==> src/rtl/nibport_pkg.sv <==
package nibport_pkg;

    localparam int NIB_W   = 4;
    localparam int LANES   = 4;
    localparam int WORD_W  = NIB_W * LANES;

    localparam logic [1:0] MODE_PLAIN = 2'b00;
    localparam logic [1:0] MODE_UNDER = 2'b01;
    localparam logic [1:0] MODE_OVER  = 2'b10;

    typedef enum logic [1:0] {
        ST_IDLE      = 2'd0,
        ST_UW_COMMIT = 2'd1,
        ST_RD_RETURN = 2'd2
    } port_state_e;

    // Nibble of lane 'lane' (lane 0 = most significant nibble)
    function automatic logic [NIB_W-1:0] lane_nib(input logic [WORD_W-1:0] w,
                                                 input logic [1:0] lane);
        return w[(WORD_W - 1 - NIB_W * int'(lane)) -: NIB_W];
    endfunction

endpackage

==> src/rtl/nib_ram.sv <==
module nib_ram
    import nibport_pkg::*;
#(
    parameter int WORD_AW = 8
) (
    input  logic                 clk,
    input  logic                 en,
    input  logic [LANES-1:0]     we_lane,
    input  logic [WORD_AW-1:0]   addr,
    input  logic [WORD_W-1:0]    wdata,
    output logic [WORD_W-1:0]    rdata
);
    localparam int DEPTH = 1 << WORD_AW;

    for (genvar g = 0; g < LANES; g++) begin : g_lane
        localparam int HI = WORD_W - 1 - NIB_W * g;
        logic [NIB_W-1:0] mem [DEPTH];
        logic [NIB_W-1:0] q;

        always_ff @(posedge clk) begin
            if (en) begin
                if (we_lane[g]) begin
                    mem[addr] <= wdata[HI -: NIB_W];
                end
                q <= mem[addr];
            end
        end

        assign rdata[HI -: NIB_W] = q;
    end

endmodule

==> src/rtl/nib_lane_steer.sv <==
module nib_lane_steer
    import nibport_pkg::*;
(
    input  logic [1:0]         lane_addr,
    input  logic               size_word,
    input  logic [WORD_W-1:0]  wdata,
    output logic [LANES-1:0]   lane_sel,
    output logic [WORD_W-1:0]  lane_data
);
    for (genvar g = 0; g < LANES; g++) begin : g_lane
        localparam int HI = WORD_W - 1 - NIB_W * g;
        localparam logic [1:0] LID = 2'(g);

        always_comb begin
            if (size_word) begin
                // pair selected by address bit 1; even lane takes the high byte
                lane_sel[g] = (LID[1] == lane_addr[1]);
                lane_data[HI -: NIB_W] = LID[0] ? wdata[3:0] : wdata[11:8];
            end else begin
                lane_sel[g] = (LID == lane_addr);
                lane_data[HI -: NIB_W] = wdata[3:0];
            end
        end
    end
endmodule

==> src/rtl/nib_prio_eval.sv <==
module nib_prio_eval
    import nibport_pkg::*;
(
    input  logic [1:0]         mode,
    input  logic [LANES-1:0]   lane_sel,
    input  logic [WORD_W-1:0]  new_word,
    input  logic [WORD_W-1:0]  old_word,
    output logic [LANES-1:0]   lane_we
);
    for (genvar g = 0; g < LANES; g++) begin : g_lane
        localparam int HI = WORD_W - 1 - NIB_W * g;
        logic nz_new;
        logic z_old;

        assign nz_new = |new_word[HI -: NIB_W];
        assign z_old  = ~|old_word[HI -: NIB_W];

        always_comb begin
            unique case (mode)
                MODE_OVER:  lane_we[g] = lane_sel[g] & nz_new;
                MODE_UNDER: lane_we[g] = lane_sel[g] & nz_new & z_old;
                default:    lane_we[g] = lane_sel[g];
            endcase
        end
    end
endmodule

==> src/rtl/nib_read_pack.sv <==
module nib_read_pack
    import nibport_pkg::*;
(
    input  logic [WORD_W-1:0]  word,
    input  logic [1:0]         lane_addr,
    input  logic               size_word,
    output logic [WORD_W-1:0]  packed_out
);
    logic [NIB_W-1:0] pix_even;
    logic [NIB_W-1:0] pix_odd;
    logic [WORD_W-1:0] pair;

    always_comb begin
        pix_even = lane_nib(word, {lane_addr[1], 1'b0});
        pix_odd  = lane_nib(word, {lane_addr[1], 1'b1});
        pair     = {4'h0, pix_even, 4'h0, pix_odd};
        if (size_word) begin
            packed_out = pair;
        end else if (lane_addr[0]) begin
            packed_out = {8'h00, pair[7:0]};
        end else begin
            packed_out = {8'h00, pair[15:8]};
        end
    end
endmodule

==> src/rtl/pix_nibble_port.sv <==
module pix_nibble_port
    import nibport_pkg::*;
#(
    parameter int ADDR_W = 10
) (
    input  logic              clk,
    input  logic              rst_n,
    input  logic              req_rd,
    input  logic              req_wr,
    input  logic              size_word,
    input  logic [ADDR_W-1:0] addr,
    input  logic [15:0]       wdata,
    input  logic [1:0]        prio_mode,
    output logic              busy,
    output logic              rvalid,
    output logic [15:0]       rdata
);
    localparam int WORD_AW = ADDR_W - 2;

    port_state_e state_q, state_d;

    logic wr_go, rd_go, is_under;

    logic [LANES-1:0]   cur_sel;
    logic [WORD_W-1:0]  cur_data;

    logic [WORD_AW-1:0] lat_word;
    logic [LANES-1:0]   lat_sel;
    logic [WORD_W-1:0]  lat_data;
    logic [1:0]         lat_mode;
    logic [1:0]         lat_lane;
    logic               lat_size;

    logic [1:0]         ev_mode;
    logic [LANES-1:0]   ev_sel;
    logic [LANES-1:0]   ev_we;

    logic               ram_en;
    logic [LANES-1:0]   ram_we;
    logic [WORD_AW-1:0] ram_addr;
    logic [WORD_W-1:0]  ram_wdata;
    logic [WORD_W-1:0]  ram_rdata;
    logic [WORD_W-1:0]  packed_rd;

    assign is_under = (prio_mode == MODE_UNDER);
    assign wr_go    = (state_q == ST_IDLE) && req_wr;
    assign rd_go    = (state_q == ST_IDLE) && req_rd && !req_wr;

    nib_lane_steer u_steer (
        .lane_addr (addr[1:0]),
        .size_word (size_word),
        .wdata     (wdata),
        .lane_sel  (cur_sel),
        .lane_data (cur_data)
    );

    // State register
    always_ff @(posedge clk) begin
        if (!rst_n) begin
            state_q <= ST_IDLE;
        end else begin
            state_q <= state_d;
        end
    end

    // Next state
    always_comb begin
        state_d = state_q;
        unique case (state_q)
            ST_IDLE: begin
                if (wr_go && is_under) begin
                    state_d = ST_UW_COMMIT;
                end else if (rd_go) begin
                    state_d = ST_RD_RETURN;
                end
            end
            ST_UW_COMMIT: state_d = ST_IDLE;
            ST_RD_RETURN: state_d = ST_IDLE;
            default:      state_d = ST_IDLE;
        endcase
    end

    // Request capture for the second cycle of underwrite and read
    always_ff @(posedge clk) begin
        if (!rst_n) begin
            lat_word <= '0;
            lat_sel  <= '0;
            lat_data <= '0;
            lat_mode <= MODE_PLAIN;
            lat_lane <= '0;
            lat_size <= 1'b0;
        end else if (wr_go || rd_go) begin
            lat_word <= addr[ADDR_W-1:2];
            lat_sel  <= cur_sel;
            lat_data <= cur_data;
            lat_mode <= prio_mode;
            lat_lane <= addr[1:0];
            lat_size <= size_word;
        end
    end

    assign ev_mode = (state_q == ST_UW_COMMIT) ? lat_mode : prio_mode;
    assign ev_sel  = (state_q == ST_UW_COMMIT) ? lat_sel  : cur_sel;

    nib_prio_eval u_eval (
        .mode     (ev_mode),
        .lane_sel (ev_sel),
        .new_word (ram_wdata),
        .old_word (ram_rdata),
        .lane_we  (ev_we)
    );

    // Outputs and RAM controls
    always_comb begin
        ram_en    = 1'b0;
        ram_we    = '0;
        ram_addr  = lat_word;
        ram_wdata = cur_data;
        busy      = 1'b1;
        rvalid    = 1'b0;
        unique case (state_q)
            ST_IDLE: begin
                busy     = 1'b0;
                ram_addr = addr[ADDR_W-1:2];
                ram_en   = wr_go || rd_go;
                if (wr_go && !is_under) begin
                    ram_we = ev_we;
                end
            end
            ST_UW_COMMIT: begin
                ram_en    = 1'b1;
                ram_wdata = lat_data;
                ram_we    = ev_we;
            end
            ST_RD_RETURN: begin
                rvalid = 1'b1;
            end
            default: begin
                busy = 1'b1;
            end
        endcase
    end

    nib_ram #(.WORD_AW(WORD_AW)) u_ram (
        .clk     (clk),
        .en      (ram_en),
        .we_lane (ram_we),
        .addr    (ram_addr),
        .wdata   (ram_wdata),
        .rdata   (ram_rdata)
    );

    nib_read_pack u_pack (
        .word       (ram_rdata),
        .lane_addr  (lat_lane),
        .size_word  (lat_size),
        .packed_out (packed_rd)
    );

    assign rdata = rvalid ? packed_rd : 16'h0000;

endmodule

==> config.mk <==
export PLATFORM = sky130hd
export DESIGN_NAME = pix_nibble_port
export DESIGN_NICKNAME = d
export VERILOG_FILES = /design/src/rtl/nibport_pkg.sv /design/src/rtl/nib_ram.sv /design/src/rtl/nib_lane_steer.sv /design/src/rtl/nib_prio_eval.sv /design/src/rtl/nib_read_pack.sv /design/src/rtl/pix_nibble_port.sv
export SDC_FILE = /design/constraint.sdc
export NUM_CORES = 2
export LEC_CHECK = 0
export ABC_AREA = 0
export BUFFER_PORTS_ARGS = -buffer_cell sky130_fd_sc_hd__buf_4
export CAP_MARGIN = 20
export CORE_MARGIN = 3
export CORE_UTILIZATION = 40
export DETAILED_ROUTE_END_ITERATION = 7
export PLACE_DENSITY_LB_ADDON = 0.25
export SETUP_SLACK_MARGIN = 0.3
export SYNTH_ARGS = -nofsm -noshare
export SYNTH_HDL_FRONTEND = slang
export SYNTH_SLANG_ARGS = --single-unit
==> constraint.sdc <==
create_clock -name clk -period 25.1 [get_ports clk]
set_input_delay 5.02 -clock clk [delete_from_list [all_inputs] [get_ports clk]]
set_output_delay 5.02 -clock clk [all_outputs]
set_load 0.05 [all_outputs]
==> key figures <==
Synth
  • Post-Synthesis Cell Area: between 150,000 and 200,000 µm²
  • Syn_area_per_cell: about 16 µm²
  • Register area share after synthesis: 0.786
  • Top cell type's share of synthesized area: 0.783
  • Synth Area in Adders: 0.000159
  • Synthesized flop and latch total: between 4,000 and 5,000
  • Synth Flop Type: edfxtp_1
  • Mux cell area share after synthesis: 0.00151
  • Synth Area in XOR/XNOR: 0
  • Mapped Cells: 9,763
  • Post-synth EDFFs: a little over 4,000
  • Top cells by area, synth: edfxtp_1 (78%), a22oi_1 (9.7%), a21oi_1 (3.3%)
  • Synth warn: 0
  • Synth cell types: 46
  • Compound-gate portion of the synthesized area: 0.151
  • Simple-gate share of the synthesized area: 0.0375
  • Async SR Flop Fraction: 0
  • Area leader, netlist: edfxtp_1
  • Main combinational cell family by area after synthesis: compound AO/OA/AOI/OAI gates

Global routing
  • GRT Residual Overflow: 0
  • M2 GR Usage: 0.344
  • Initial antenna violation count: 36
  • Met1 usage: 0.299
  • Via count of the first global-routing pass: between 90,000 and 100k
  • Busiest grt layer: met2
  • Routing usage on met3: 0.0372
  • Largest net degree at the start of global routing: about 220
  • First-pass GRT wire length: approximately 640,000 µm
  • GRT Util Overall: 0.216

Critical path
  • Crit-path cells: buf_4 -> or4b_1 -> o21ai_4 -> buf_4 -> buf_4 -> buf_12 -> buf_4 -> buf_4 -> a22oi_1 -> a21oi_1 -> o41ai_1 -> a41oi_1 -> or4_1
  • Crit path launch type: input port
  • Crit-path most repeated cell: buf_4
  • Worst R2R Setup Slack: between 15,000 and 20,000 ps
  • WP buf/inv: 6
  • Crit Path Class: in2reg
  • CP max FO: about 200
  • Required time of the worst setup path: ~26,000 ps
  • Critical Path Sink Type: flop
  • WP data arrival: 12,130 ps
  • CP max-delay cell: buf_4
  • Worst path max stage delay: 890 ps
  • Delay-heaviest family, CP: buffers and inverters

Clocking
  • Post-cts resize count: 0
  • Cts bufs inserted: about 420
  • Clk sink count: roughly 4,100
  • H-tree levels: 5
  • # hold bufs at CTS: 0
  • Reg clk slew, reported paths: approximately 60 ps
  • Setup Buffers After CTS: 0
  • Maximum clock path buffer count: 4
  • Clk root buf: clkbuf_16
  • CTS tree: built
  • Later-pin clock latency in the skew report: 940 ps

Power
  • Leakage power: 51.1 nW
  • Maximum VDD drop: 0.0705 mV
  • Pwr dens: between 80 and 90 nW/µm²

Floorplan
  • Ports: just over 50
  • Die W: about 630 µm
  • Die H: 634 µm
  • Die area: approximately 400,000 µm²
  • Cell Rows: 230
  • Core ar.: ~400,000 µm²
  • Initial cell density of the core: 0.402

Layout
  • Share of cells above drive strength 1: 0.0919
  • Commonest non-fill, non-tap cell in the layout: edfxtp_1
  • # nets final: around 9,500
  • Area Overhead vs Synth: 12.0%
  • Most frequent cells in the layout: edfxtp_1 (4,112), a22oi_1 (2,048), a21oi_1 (1,046)

Hold path
  • HP Class: reg2reg

Drt
  • Initial drt markers: around 12,000
  • Via/cell ratio: between 6 and 7
  • DR vias: approximately 93,000
  • Routed Wire Length: approximately 450,000 µm
  • First drt pass iteration count: 6
  • DR WL/cell: roughly 30 µm
  • DRC: 0
  • ANT nets after route: 0

Placement
  • HPWL Detailed: 243,000 µm
  • Port bufs: 34
  • Gp weighted congestion: between 0.7 and 0.8
  • Pre-CTS setup slack: approximately 13,000 ps

Timing
  • Tcrit/Tclk final: 0.453
  • Slew @ Worst Pin: approximately 1400 ps
  • Slew HR: 0.0768
  • Hold Fails Final Rpt: 0
  • Final WS setup: about 14,000 ps
  • RSZ-0062 raised after global routing: false
  • Min cycle time layout: between 10,000 and 15,000 ps
  • Setup_tns: 0 ps
  • FMAX: approximately 0.09 GHz
  • Endpoints failing setup: 0
  • Slew Limit Fails: 0
  • Clock Skews: ~40 ps

Outcome
  • Outcome: completed

Flow run
  • Max-cap viol count: 0
-- logic make-up after synthesis --
logic type	after synthesis
AO/OA/AOI/OAI	3460
adder cells (fa/ha/maj)	2
buffers and inverters	930
flip-flops	4139
multiplexers	18
other	1
AND/OR/NAND/NOR	1213
-- registers in the layout, indices dropped and copies added (netlist names) --
signal,cells
lat_sel,4
lat_data,8
u_ram.g_lane.mem,4096
lat_lane,2
u_ram.g_lane.q,16
state_q,2
lat_mode,2
lat_word,8
lat_size,1
-- cells in the mapped netlist, drive strengths merged (5+ instances only) --
master	n
edfxtp	4112
a22oi	2048
a21oi	1050
nor3	903
clkbuf	655
buf	267
o41ai	256
nor2	149
nand2	71
a41oi	64
nand3	34
dfxtp	27
or4	19
nand2b	13
o21ai	12
a21o	8
mux2i	8
inv	7
mux2	6
o21a	6
nor4	5
or3	5
-- layer usage --
metal / wire length, µm / share of wire
met5: 13 / 0.000029
met4: 14900 / 0.033
met3: 37400 / 0.084
met2: 211000 / 0.47
met1: 183000 / 0.41
-- path summary, 6_finish.rpt --
kind,endpoint,start,cells past startpoint
worst min register to register,lat_mode[1],lat_mode[1],2
worst max-delay path,u_ram.g_lane[2].q[1],addr[2],13
worst max register to register,u_ram.g_lane[2].q[1],state_q[1],13
worst min-delay path,lat_mode[1],lat_mode[1],2
-- worst reg2reg max path, cell delays in order, from the launching register on --
cell and delay (ps):
dfxtp_1 370, buf_4 220, or4b_1 580, o21ai_4 90, buf_4 750, buf_4 990
buf_12 720, buf_4 1260, buf_4 690, a22oi_1 200, a21oi_1 330, o41ai_1 170
a41oi_1 860, or4_1 380
-- layout make-up --
| class | instances | area [µm²] |
|---|---|---|
| inverter | 8 | 30.0 |
| tap | 5220 | 6530 |
| clock inverter | 265 | 2760 |
| fill | 33800 | 216000 |
| antenna | 29 | 72.6 |
| clock buffer | 493 | 10900 |
| timing repair buffer | 229 | 1970 |
| sequential | 4139 | 124000 |
| multi-input combinational | 4701 | 30400 |
-- stage by stage --
stage | util | area [µm²] | cells | hold slack (ps) | total power, W
2_1_floorplan | - | 158000 | 9770 | 434 | 0.00848
3_5_place_dp | 0.415 | 163000 | 14300 | 458 | 0.00881
5_1_grt | 0.450 | 177000 | 15100 | 490 | 0.0153
6_report | 0.450 | 177000 | 15100 | 465 | 0.0149
4_1_cts | 0.450 | 176000 | 15000 | 466 | 0.0150
3_3_place_gp | 0.415 | 163000 | 14300 | 468 | 0.00880
-- power by group --
group	switching [W]	internal [W]
Clock	0.00259	0.00361
Combinational	0.000785	0.000204
Sequential	0.0000112	0.00768
Total	0.00339	0.0115
(Power assumes the default switching activity.)
